===== src/rtl/spf_pkg.sv =====
package spf_pkg;

   // Source of a packet commit on a given edge
   typedef enum logic [1:0] {
      CMT_NONE   = 2'd0,
      CMT_AUTO   = 2'd1,
      CMT_MANUAL = 2'd2
   } cmt_src_e;

endpackage


===== src/rtl/spf_ram.sv =====
module spf_ram #(
   parameter int WIDTH = 16,
   parameter int DEPTH = 16,
   parameter int AW    = $clog2(DEPTH)
) (
   input  logic             clk,
   input  logic             we,
   input  logic [AW-1:0]    waddr,
   input  logic [WIDTH-1:0] wdata,
   input  logic [AW-1:0]    raddr,
   output logic [WIDTH-1:0] rdata
);

   logic [WIDTH-1:0] store_q [DEPTH];

   always_ff @(posedge clk) begin
      if (we) begin
         store_q[waddr] <= wdata;
      end
   end

   assign rdata = store_q[raddr];

endmodule


===== src/rtl/spf_desc_fifo.sv =====
module spf_desc_fifo #(
   parameter int LW    = 5,
   parameter int DEPTH = 16,
   parameter int AW    = $clog2(DEPTH)
) (
   input  logic          clk,
   input  logic          rst_n,
   input  logic          push,
   input  logic [LW-1:0] push_len,
   input  logic          pop,
   output logic [LW-1:0] head_len,
   output logic          nonempty,
   output logic          full
);

   logic [LW-1:0] len_q [DEPTH];
   logic [AW:0]   wp_q, rp_q;

   always_ff @(posedge clk or negedge rst_n) begin
      if (!rst_n) begin
         wp_q <= '0;
         rp_q <= '0;
      end else begin
         if (push) wp_q <= wp_q + 1'b1;
         if (pop)  rp_q <= rp_q + 1'b1;
      end
   end

   always_ff @(posedge clk) begin
      if (push) begin
         len_q[wp_q[AW-1:0]] <= push_len;
      end
   end

   assign head_len = len_q[rp_q[AW-1:0]];
   assign nonempty = (wp_q != rp_q);
   assign full     = (wp_q[AW] != rp_q[AW]) && (wp_q[AW-1:0] == rp_q[AW-1:0]);

   // Each packet holds at least one stored word, so the queue can never overfill
   assert_desc_no_overfill_R7: assert property (@(posedge clk) disable iff (!rst_n)
      push |-> (!full || pop));
   assert_desc_pop_nonempty_R7: assert property (@(posedge clk) disable iff (!rst_n)
      pop |-> nonempty);

endmodule


===== src/rtl/spf_commit_ctl.sv =====
module spf_commit_ctl
   import spf_pkg::*;
#(
   parameter int LW = 5
) (
   input  logic          clk,
   input  logic          rst_n,
   input  logic          wr_acc,
   input  logic          pkt_req,
   input  logic [LW-1:0] auto_len,
   output logic          commit_v,
   output logic [LW-1:0] commit_len,
   output cmt_src_e      commit_src
);

   logic [LW-1:0] ucnt_q;
   logic [LW-1:0] ucnt_inc;
   logic          auto_hit;

   assign ucnt_inc = ucnt_q + LW'(wr_acc);
   assign auto_hit = wr_acc && (auto_len != '0) && (ucnt_inc == auto_len);

   // Automatic completion takes the edge; a coincident packet-end then sees nothing left
   always_comb begin
      commit_src = CMT_NONE;
      if (auto_hit) begin
         commit_src = CMT_AUTO;
      end else if (pkt_req && (ucnt_inc != '0)) begin
         commit_src = CMT_MANUAL;
      end
   end

   assign commit_v   = (commit_src != CMT_NONE);
   assign commit_len = ucnt_inc;

   always_ff @(posedge clk or negedge rst_n) begin
      if (!rst_n) begin
         ucnt_q <= '0;
      end else if (commit_v) begin
         ucnt_q <= '0;
      end else begin
         ucnt_q <= ucnt_inc;
      end
   end

   assert_auto_len_exact_R2: assert property (@(posedge clk) disable iff (!rst_n)
      (commit_src == CMT_AUTO) |-> (commit_len == auto_len));
   assert_open_below_len_R2: assert property (@(posedge clk) disable iff (!rst_n)
      (auto_len != '0) |-> (ucnt_q < auto_len));
   assert_no_empty_packet_R6: assert property (@(posedge clk) disable iff (!rst_n)
      commit_v |-> (commit_len != '0));
   assert_commit_clears_R5: assert property (@(posedge clk) disable iff (!rst_n)
      commit_v |=> (ucnt_q == '0));

endmodule


===== src/rtl/spf_top.sv =====
module spf_top #(
   parameter int         DATA_W    = 16,
   parameter int         DEPTH     = 16,
   parameter logic [1:0] EP_ADDR   = 2'd0,
   parameter bit         AUTO_EN   = 1'b1,
   parameter int         LEN_W     = $clog2(DEPTH + 1),
   parameter int         RESET_LEN = 0
) (
   input  logic              clk,
   input  logic              rst_n,
   input  logic [1:0]        if_addr,
   input  logic              if_cs_n,
   input  logic              if_wr_n,
   input  logic              if_pktend_n,
   input  logic [DATA_W-1:0] if_data,
   input  logic              cfg_len_we,
   input  logic [LEN_W-1:0]  cfg_len,
   output logic              rd_valid,
   input  logic              rd_ready,
   output logic [DATA_W-1:0] rd_data,
   output logic              rd_last,
   output logic              flag_full,
   output logic              flag_empty,
   output logic              ovf_sticky
);
   import spf_pkg::*;

   localparam int AW = $clog2(DEPTH);

   initial begin
      assert (DEPTH >= 2 && (DEPTH & (DEPTH - 1)) == 0)
         else $error("spf_top: DEPTH must be a power of two of at least 2");
      assert (LEN_W >= $clog2(DEPTH + 1))
         else $error("spf_top: LEN_W too narrow for DEPTH");
      assert (DATA_W >= 1)
         else $error("spf_top: DATA_W must be positive");
      assert (RESET_LEN >= 0 && RESET_LEN <= DEPTH)
         else $error("spf_top: RESET_LEN out of range");
   end

   // Port qualification
   logic sel, wr_try, wr_acc, wr_drop, pkt_req, rd_fire;
   assign sel     = !if_cs_n && (if_addr == EP_ADDR);
   assign wr_try  = sel && !if_wr_n;
   assign wr_acc  = wr_try && !flag_full;
   assign wr_drop = wr_try && flag_full;
   assign pkt_req = sel && !if_pktend_n;

   // Auto-commit length register, present only in the auto variant
   logic [LEN_W-1:0] eff_len;
   generate
      if (AUTO_EN) begin : g_auto
         logic [LEN_W-1:0] len_q;
         always_ff @(posedge clk or negedge rst_n) begin
            if (!rst_n) begin
               len_q <= LEN_W'(RESET_LEN);
            end else if (cfg_len_we && flag_empty) begin
               len_q <= cfg_len;
            end
         end
         assign eff_len = len_q;

         assert_len_frozen_R10: assert property (@(posedge clk) disable iff (!rst_n)
            !flag_empty |=> $stable(len_q));
      end else begin : g_manual
         logic unused_cfg;
         assign unused_cfg = ^{cfg_len_we, cfg_len};
         assign eff_len    = '0;
      end
   endgenerate

   // Commit decision
   logic             commit_v;
   logic [LEN_W-1:0] commit_len;
   cmt_src_e         commit_src;

   spf_commit_ctl #(.LW(LEN_W)) u_commit (
      .clk        (clk),
      .rst_n      (rst_n),
      .wr_acc     (wr_acc),
      .pkt_req    (pkt_req),
      .auto_len   (eff_len),
      .commit_v   (commit_v),
      .commit_len (commit_len),
      .commit_src (commit_src)
   );

   // Packet length queue
   logic [LEN_W-1:0] head_len;
   logic             dq_nonempty, dq_full, pop_pkt;

   spf_desc_fifo #(.LW(LEN_W), .DEPTH(DEPTH)) u_desc (
      .clk      (clk),
      .rst_n    (rst_n),
      .push     (commit_v),
      .push_len (commit_len),
      .pop      (pop_pkt),
      .head_len (head_len),
      .nonempty (dq_nonempty),
      .full     (dq_full)
   );

   // Word storage and pointers
   logic [AW-1:0]    wptr_q, rptr_q;
   logic [LEN_W-1:0] cnt_q, cnt_d, rpos_q;

   spf_ram #(.WIDTH(DATA_W), .DEPTH(DEPTH)) u_ram (
      .clk   (clk),
      .we    (wr_acc),
      .waddr (wptr_q),
      .wdata (if_data),
      .raddr (rptr_q),
      .rdata (rd_data)
   );

   assign rd_valid = dq_nonempty;
   assign rd_last  = (rpos_q == head_len - 1'b1);
   assign rd_fire  = rd_valid && rd_ready;
   assign pop_pkt  = rd_fire && rd_last;
   assign cnt_d    = cnt_q + LEN_W'(wr_acc) - LEN_W'(rd_fire);

   always_ff @(posedge clk or negedge rst_n) begin
      if (!rst_n) begin
         wptr_q     <= '0;
         rptr_q     <= '0;
         rpos_q     <= '0;
         cnt_q      <= '0;
         flag_full  <= 1'b0;
         flag_empty <= 1'b1;
         ovf_sticky <= 1'b0;
      end else begin
         if (wr_acc)  wptr_q <= wptr_q + 1'b1;
         if (rd_fire) begin
            rptr_q <= rptr_q + 1'b1;
            rpos_q <= rd_last ? '0 : rpos_q + 1'b1;
         end
         if (wr_drop) ovf_sticky <= 1'b1;
         cnt_q      <= cnt_d;
         flag_full  <= (cnt_d == LEN_W'(DEPTH));
         flag_empty <= (cnt_d == '0);
      end
   end

   assert_drop_sets_ovf_R8: assert property (@(posedge clk) disable iff (!rst_n)
      wr_drop |=> ovf_sticky);
   assert_ovf_sticky_R8: assert property (@(posedge clk) disable iff (!rst_n)
      ovf_sticky |=> ovf_sticky);
   assert_full_matches_R8: assert property (@(posedge clk) disable iff (!rst_n)
      flag_full == (cnt_q == LEN_W'(DEPTH)));
   assert_empty_matches_R9: assert property (@(posedge clk) disable iff (!rst_n)
      flag_empty == (cnt_q == '0));
   assert_empty_no_valid_R9: assert property (@(posedge clk) disable iff (!rst_n)
      flag_empty |-> !rd_valid);
   assert_hold_under_stall_R7: assert property (@(posedge clk) disable iff (!rst_n)
      (rd_valid && !rd_ready) |=> (rd_valid && $stable(rd_data) && $stable(rd_last)));

endmodule


===== config.mk =====
export PLATFORM = sky130hd
export DESIGN_NAME = spf_top
export DESIGN_NICKNAME = d
export VERILOG_FILES = /design/src/rtl/spf_pkg.sv /design/src/rtl/spf_ram.sv /design/src/rtl/spf_desc_fifo.sv /design/src/rtl/spf_commit_ctl.sv /design/src/rtl/spf_top.sv
export SDC_FILE = /design/constraint.sdc
export NUM_CORES = 1
export LEC_CHECK = 0
export BUFFER_PORTS_ARGS = -buffer_cell sky130_fd_sc_hd__buf_2
export CAP_MARGIN = 25
export CORE_ASPECT_RATIO = 1.25
export CORE_MARGIN = 5
export CORE_UTILIZATION = 35
export CTS_CLUSTER_SIZE = 40
export DETAILED_ROUTE_END_ITERATION = 6
export PLACE_DENSITY_LB_ADDON = 0.12
export SLEW_MARGIN = 20
export SYNTH_ARGS = -nofsm -noshare
export SYNTH_HDL_FRONTEND = slang
export SYNTH_SLANG_ARGS = --single-unit

===== constraint.sdc =====
create_clock -name clk -period 10.52 [get_ports clk]
set_input_delay 1.578 -clock clk [delete_from_list [all_inputs] [get_ports clk]]
set_output_delay 1.578 -clock clk [all_outputs]
set_load 0.01 [all_outputs]

==> run_results.csv, run 1 <==
group,metric,value,unit
cells_and_area,nFillCells,3842,
timing,finalCriticalPeriod,5.44,ns
timing,setup_viol,0,
timing,max_freq,184,MHz
route,wirelength,33300,um
grt,grt_max_degree,65,
timing,finalHoldWorstSlack,0.455,ns
cells_and_area,final_cell_mix,"edfxtp_1, mux4_2, buf_2",
route,avgRoutedWirePerCell,23.6,um
synth,synth_edf_count,336,
worst_setup_path,cp.arrival,3.86,ns
worst_setup_path,critPathKind,"reg -> out",
synth,yosysSeqAreaShare,73.1,%
die,die_w,197,um
place,pre_cts_slack,4.82,ns
timing,clock_skew,0.0144,ns
cts,cts-resized-gates,0,
cts,cts_tree,"done",
die,die-area,0.0478,mm^2
timing,fin_tns_setup,0,ns
cts,postCtsSetupBuffers,0,
place,port_buffers,50,
synth,async_flop_share,10.9,%
timing,fin_ws,5.08,ns
synth,synth_area_per_cell,20.7,um^2
place,dpl.hpwl,19800,um
worst_setup_path,r2r_slack,6.24,ns
timing,layout_worst_path_cycle_share,51.7,%
synth,synth_fp_nets,785,
grt,grtUsageTotal,14.0,%
timing,relSlewSlack,33.0,%
power_and_ir_drop,powerDensity,247,mW/mm^2
place,place.gp.congestion,0.791,
grt,antenna_found_initial,1,
worst_setup_path,critPathLaunchType,"register",
grt,gr-total-overflow,0,
timing,rsz0062_at_grt,"false",
cts,htreeDepth,2,
place,place_area,0.0162,mm^2
cts,clk_pin_slew,0.06,ns
worst_setup_path,cp_max_fo,30,
cts,clk_latency,0.53,ns
synth,syn_inst,735,
route,final_antenna_net_count,0,
grt,grt_pass1_wl,50200,um
route,drt-initial-drc-count,402,
cells_and_area,nets,868,
synth,synth_flop_cell,"edfxtp_1",
cts,cts_buffers,39,
min_path,hold_path_class,"reg -> reg",
timing,hold_viol_final,0,
worst_setup_path,critPathRequiredTime,8.94,ns
cells_and_area,syn_to_final_growth,14.4,%
synth,yosys_warnings,0,
cts,hold_buffers,0,
die,io_pins,51,
route,drc,0,
cts,cts_max_path_buffers,3,
die,core_area,0.0431,mm^2
route,first_pass_iters,4,
die,std_cell_rows,85,
power_and_ir_drop,leakage,5.85,nW
route,via_per_inst,5.13,
worst_setup_path,r2r_cells,13,
cells_and_area,drive_above_1_share,27.8,%
power_and_ir_drop,ir_worst_vdd,0.142,mV
route,num_vias,7230,
cts,cts.root.buffer_cell,"clkbuf_16",
timing,slew_violations,0,
worst_setup_path,end_kind,"primary output",
die,start_util,35.3,%
job,maxCapViolCount,0,
status,status,"completed",
grt,grt_pass1_vias,7862,
cts,cts.sink_count,377,
die,die-height,243,um
cells_and_area,final_common_cell,"edfxtp_1",
cells_and_area,final_area,0.0174,mm^2
timing,tightest_slew,1.01,ns
min_path,min_path_cells,1,
synth,yosysUniqueCellTypes,51,
synth,syn_area,0.0152,mm^2
synth,ys_seq_elements,377,
metrics by stage:
stage,utilization (%),total power [mW],cells
after floorplan,-,2.72,735
after global placement,37.6,3.02,1341
after detailed placement,37.6,3.07,1342
after CTS,40.4,4.39,1408
after global routing,40.4,4.54,1409
final,40.4,4.31,1409
worst max-delay path: stages, from the launching register on:
cell,delay (ns)
dfrtp_1,0.32
buf_4,0.44
mux4_1,0.66
mux2i_1,0.24
mux2_2,0.22
ha_1,0.20
xor2_1,0.18
xnor2_1,0.14
nand3_1,0.11
nor3_2,0.55
buf_2,0.25
sequential cells by signal, indices dropped and copies added, names as in the netlist:
signal	cells
u_desc.wp_q	5
u_desc.rp_q	5
cnt_q	5
u_desc.len_q	80
rptr_q	4
eff_len	5
rpos_q	5
flag_empty	1
wptr_q	4
ovf_sticky	1
flag_full	1
u_ram.store_q	256
u_commit.ucnt_q	5
cell type report:
cell class / count / area [um^2] / area share [%]
multi-input cells: 307 / 3860 / 22.2
diodes: 1 / 2.50 / 0.0144
well taps: 565 / 707 / 4.06
repair buffers: 75 / 460 / 2.64
clock inverters: 16 / 146 / 0.841
inverters: 18 / 67.6 / 0.388
clock buffers: 50 / 1050 / 6.02
flip-flops and latches: 377 / 11100 / 63.9
cells in the mapped netlist (3+ instances only):
library cell | count | share of area, %
a21o_1 | 6 | 0.30
a21oi_1 | 4 | 0.13
and2_1 | 14 | 0.58
and4_1 | 5 | 0.29
buf_1 | 12 | 0.30
buf_2 | 5 | 0.16
buf_6 | 3 | 0.22
clkbuf_1 | 11 | 0.27
dfrtp_1 | 40 | 6.6
edfxtp_1 | 336 | 66
ha_1 | 19 | 1.6
inv_1 | 17 | 0.42
mux2_2 | 6 | 0.44
mux2i_1 | 15 | 0.99
mux4_1 | 8 | 1.4
mux4_2 | 94 | 14
nand2_1 | 20 | 0.49
nand2b_1 | 3 | 0.12
nand3_1 | 9 | 0.30
nand4_1 | 4 | 0.16
nor2_1 | 22 | 0.54
nor2b_1 | 4 | 0.16
nor3_1 | 8 | 0.26
nor4_1 | 4 | 0.16
o21ai_0 | 5 | 0.16
xnor2_1 | 26 | 1.5
xor2_1 | 11 | 0.63
power by group:
part | switching, mW | internal (mW)
combinational | 0.577 | 0.585
clock | 0.547 | 0.753
sequential | 0.108 | 1.74
total | 1.23 | 3.08
per-layer routing:
metal	vias to the layer above	global-route usage, %	part of all wire [%]
li1	3147	-	-
met1	3883	17.3	40
met2	148	25.5	54
met3	52	2.37	3.7
met4	0	3.82	2.2
met5	-	0	0
path summary, 6_finish.rpt:
kind	start	end
worst max-delay path	u_desc.rp_q[0]$_DFFE_PN0P_	rd_last
worst min-delay path	ovf_sticky$_DFFE_PN0P_	ovf_sticky$_DFFE_PN0P_
worst max register to register	u_desc.rp_q[1]$_DFFE_PN0P_	flag_full$_DFF_PN0_
worst min register to register	ovf_sticky$_DFFE_PN0P_	ovf_sticky$_DFFE_PN0P_
max in group asynchronous	rst_n	rptr_q[0]$_DFFE_PN0P_
min in group asynchronous	rst_n	u_desc.rp_q[1]$_DFFE_PN0P_
logic make-up (layout without fill, tap and decap cells):
family / count (synthesis) / count (layout) / share of synthesized area (%)
flops: 377 / 377 / 73.1
simple gates: 104 / 104 / 3.68
mux: 124 / 124 / 16.8
compound gates: 22 / 22 / 1.04
fa+ha+maj: 20 / 20 / 1.69
xor+xnor: 37 / 37 / 2.13
buf+inv: 51 / 159 / 1.58
other cells: 0 / 1 / 0
Power figures use the tool's default switching activity.
==> run 2, diff against run 1 <==
--- a/config.mk
+++ b/config.mk
@@ -5,6 +5,7 @@
 export SDC_FILE = /design/constraint.sdc
 export NUM_CORES = 1
 export LEC_CHECK = 0
+export ABC_AREA = 1
 export BUFFER_PORTS_ARGS = -buffer_cell sky130_fd_sc_hd__buf_2
 export CAP_MARGIN = 25
 export CORE_ASPECT_RATIO = 1.25
==> constraint.sdc (replaced) <==
create_clock -name clk -period 5.4 [get_ports clk]
set_input_delay 0.81 -clock clk [delete_from_list [all_inputs] [get_ports clk]]
set_output_delay 0.81 -clock clk [all_outputs]
set_load 0.01 [all_outputs]
==> run 2 against run 1 <==
  * Via count up 36%
  * Sequential cell count unchanged
  * First-iteration DRC count is 39% higher
  * Largest cell class unchanged
  * Critical path type unchanged
  * Area after synthesis up 3.2%
  * Combinational power is 140% higher
  * Synthesized cell count grew 77%
  * Utilization rose by 0.13 points
  * Clock-buffer cell count shrank 1
  * Power rose by 110%
  * Clock power is 110% higher
  * Sequential share of layout area fell by 1.9 points
  * Critical path depth up 6
==> run_results.csv, run 2 <==
group,metric,value,unit
status,status,"completed",
synth,yosys_warnings,0,
job,maxCapViolCount,0,
synth,synth_area_per_cell,12.1,um^2
worst_setup_path,r2r_slack,1.58,ns
cells_and_area,nets,1403,
worst_setup_path,slowest_stage,"inv_1",
route,drt-initial-drc-count,558,
die,die-height,247,um
synth,yosysMostFrequentCell,"edfxtp_1",
timing,relSlewSlack,47.4,%
synth,yosysUniqueCellTypes,37,
cells_and_area,largest_register_ffs,256,
synth,yosysSeqAreaShare,70.8,%
cells_and_area,syn_to_final_growth,14.2,%
synth,synth_flop_cell,"edfxtp_1",
cells_and_area,final_cell_mix,"edfxtp_1, nand2_1, nor2_1",
power_and_ir_drop,power_switching,3.26,mW
power_and_ir_drop,powerDensity,512,mW/mm^2
timing,tightest_slew,0.787,ns
timing,fin_ws,1.11,ns
worst_setup_path,critPathRequiredTime,4.59,ns
power_and_ir_drop,p_comb_share,30.6,%
grt,grt_pass1_wl,60500,um
route,via_per_inst,5.03,
route,wirelength,40100,um
worst_setup_path,crit_buf_inv,5,
synth,synthDominantCellAreaShare,64.2,%
power_and_ir_drop,internal_power,5.92,mW
cts,clk_pin_slew,0.06,ns
timing,clock_skew,0.0101,ns
route,drc,0,
worst_setup_path,critPathTopFamily,"buffers and inverters",
grt,grt_max_degree,110,
grt,grtUsageTotal,16.1,%
place,pre_cts_slack,0.791,ns
cells_and_area,drive_above_1_share,12.4,%
cts,cts.root.buffer_cell,"clkbuf_16",
synth,synth_fp_nets,1349,
cts,hold_buffers,0,
worst_setup_path,cp.arrival,3.48,ns
cts,cts_max_path_buffers,3,
route,avgRoutedWirePerCell,20.5,um
power_and_ir_drop,switching_share,35.5,%
worst_setup_path,crit_path_cell_trace,"buf_4, inv_1, nand3_1, nand2_1, nand2_1, nand2_1, inv_1, nand2_1, inv_1, ha_1, xor2_1, nand3_1, nor2_4, nand2_2, nor2_4, buf_2",
grt,antenna_found_initial,0,
synth,yosys-top-cells-area,"edfxtp_1, dfrtp_1, nand2_1",
synth,yosys.area.top_type,"edfxtp_1",
min_path,hold_path_class,"in -> async",
cts,cts_buffers,40,
cts,cts.sink_count,377,
synth,ys_seq_elements,377,
worst_setup_path,critPathLaunchType,"register",
power_and_ir_drop,ir_worst_vdd,0.259,mV
cells_and_area,largest_register,"u_ram.store_q",
die,die-area,0.0492,mm^2
synth,syn_area,0.0157,mm^2
place,place.gp.congestion,0.750,
power_and_ir_drop,clkPwrFrac,29.8,%
die,core_area,0.0442,mm^2
die,std_cell_rows,86,
cts,htreeDepth,2,
synth,async_flop_share,10.9,%
worst_setup_path,r2r_cells,13,
cts,postCtsSetupBuffers,0,
power_and_ir_drop,leakage,6.60,nW
timing,slew_violations,0,
timing,setup_viol,0,
timing,rsz0062_at_grt,"false",
timing,hold_viol_final,0,
cells_and_area,final_common_cell,"edfxtp_1",
worst_setup_path,timing.critical_path.mode_cell,"nand2_1",
cts,clk_latency,0.53,ns
synth,synth_common_cells,"edfxtp_1, nand2_1, nor2_1, o21ai_0, inv_1",
synth,syn_inst,1299,
timing,max_freq,233,MHz
route,num_vias,9835,
die,start_util,35.5,%
synth,synth_edf_count,336,
cts,cts_tree,"done",
power_and_ir_drop,power_frac_seq,39.6,%
worst_setup_path,cp_max_fo,26,
place,dpl.hpwl,22800,um
route,final_antenna_net_count,0,
worst_setup_path,critPathKind,"reg -> out",
timing,fin_tns_setup,0,ns
cts,cts-resized-gates,0,
timing,finalCriticalPeriod,4.29,ns
cells_and_area,stdcell_count,1954,
grt,gr-total-overflow,0,
route,first_pass_iters,4,
worst_setup_path,end_kind,"primary output",
place,dp.cells,1883,
place,port_buffers,50,
die,die_w,199,um
cells_and_area,diodes,0,
worst_setup_path,slowest_delay,0.53,ns
cells_and_area,reg.largest.list,"u_ram.store_q (256), u_desc.len_q (80)",
die,io_pins,51,
grt,grt_pass1_vias,9850,
timing,layout_worst_path_cycle_share,79.4,%
worst_setup_path,crit_cells,16,
run 2: changes by cell type in the layout (fill, tap and decap cells not counted), sizes merged, moves of 18 or more:
cell,before,now
nand2,21,200
o221ai,0,48
nor2,22,189
mux4,102,0
nand3,9,83
inv,18,91
xnor2,26,8
o21ai,5,137
run 2: layer usage:
| layer | global-route usage (%) | share of wire, % |
|---|---|---|
| met1 | 20.8 | 43 |
| met2 | 28.6 | 51 |
| met3 | 2.59 | 3.9 |
| met4 | 3.72 | 1.8 |
| met5 | 0 | 0 |
run 2: cell type report:
class,instances,area (um^2)
clock buffer,49,1090
clock inverter,22,213
fill,4266,26300
inverter,95,360
multi-input combinational,759,3950
sequential,377,11100
tap,572,716
timing repair buffer,80,488
run 2: power groups by stage:
stage	sequential, mW	combinational [mW]	clock, mW
5_1_grt	3.66	3.17	2.93
3_5_place_dp	3.70	2.88	0
4_1_cts	3.64	2.89	2.82
2_1_floorplan	3.55	2.03	0
3_3_place_gp	3.70	2.86	0
6_report	3.63	2.81	2.73
run 2: final timing paths:
path                                            start                      endpoint
min in group clk               ovf_sticky$_DFFE_PN0P_        ovf_sticky$_DFFE_PN0P_
hold reg to reg                ovf_sticky$_DFFE_PN0P_        ovf_sticky$_DFFE_PN0P_
setup / recovery           u_desc.rp_q[1]$_DFFE_PN0P_                       rd_last
hold / removal                                  rst_n           flag_full$_DFF_PN0_
setup reg to reg                  flag_full$_DFF_PN0_  u_desc.len_q[7][0]$_DFFE_PP_
max in group asynchronous                       rst_n         rptr_q[0]$_DFFE_PN0P_
run 2: cells by family after synthesis:
family | after synthesis | share of synthesized area, %
buffers and inverters | 163 | 4.37
multiplexers | 4 | 0.287
adder cells (fa/ha/maj) | 20 | 1.64
XOR/XNOR | 30 | 1.67
flip-flops | 377 | 70.8
AND/OR/NAND/NOR | 484 | 12.7
AO/OA/AOI/OAI | 221 | 8.59
run 2: metrics by stage:
step	util [%]	hold slack [ns]	power [mW]	instance area (um^2)
after global placement	37.6	0.470	6.56	16600
final	40.6	0.364	9.18	17900
after CTS	40.6	0.367	9.35	17900
after detailed placement	37.6	0.453	6.58	16600
after global routing	40.6	0.413	9.76	17900
after floorplan	-	0.460	5.58	15700
run 2: worst register-to-register path, stage by stage, from the launching register on:
cell and delay, ns:
dfrtp_1 0.37, inv_1 0.05, nand2_1 0.15, clkinv_1 0.25, ha_1 0.28, ha_1 0.22, nand3_1 0.11, xor2_1 0.24
inv_1 0.36, o21ai_0 0.26, nand3_1 0.09, nand2_1 0.34, nand2_1 0.35, nor2_1 0.41
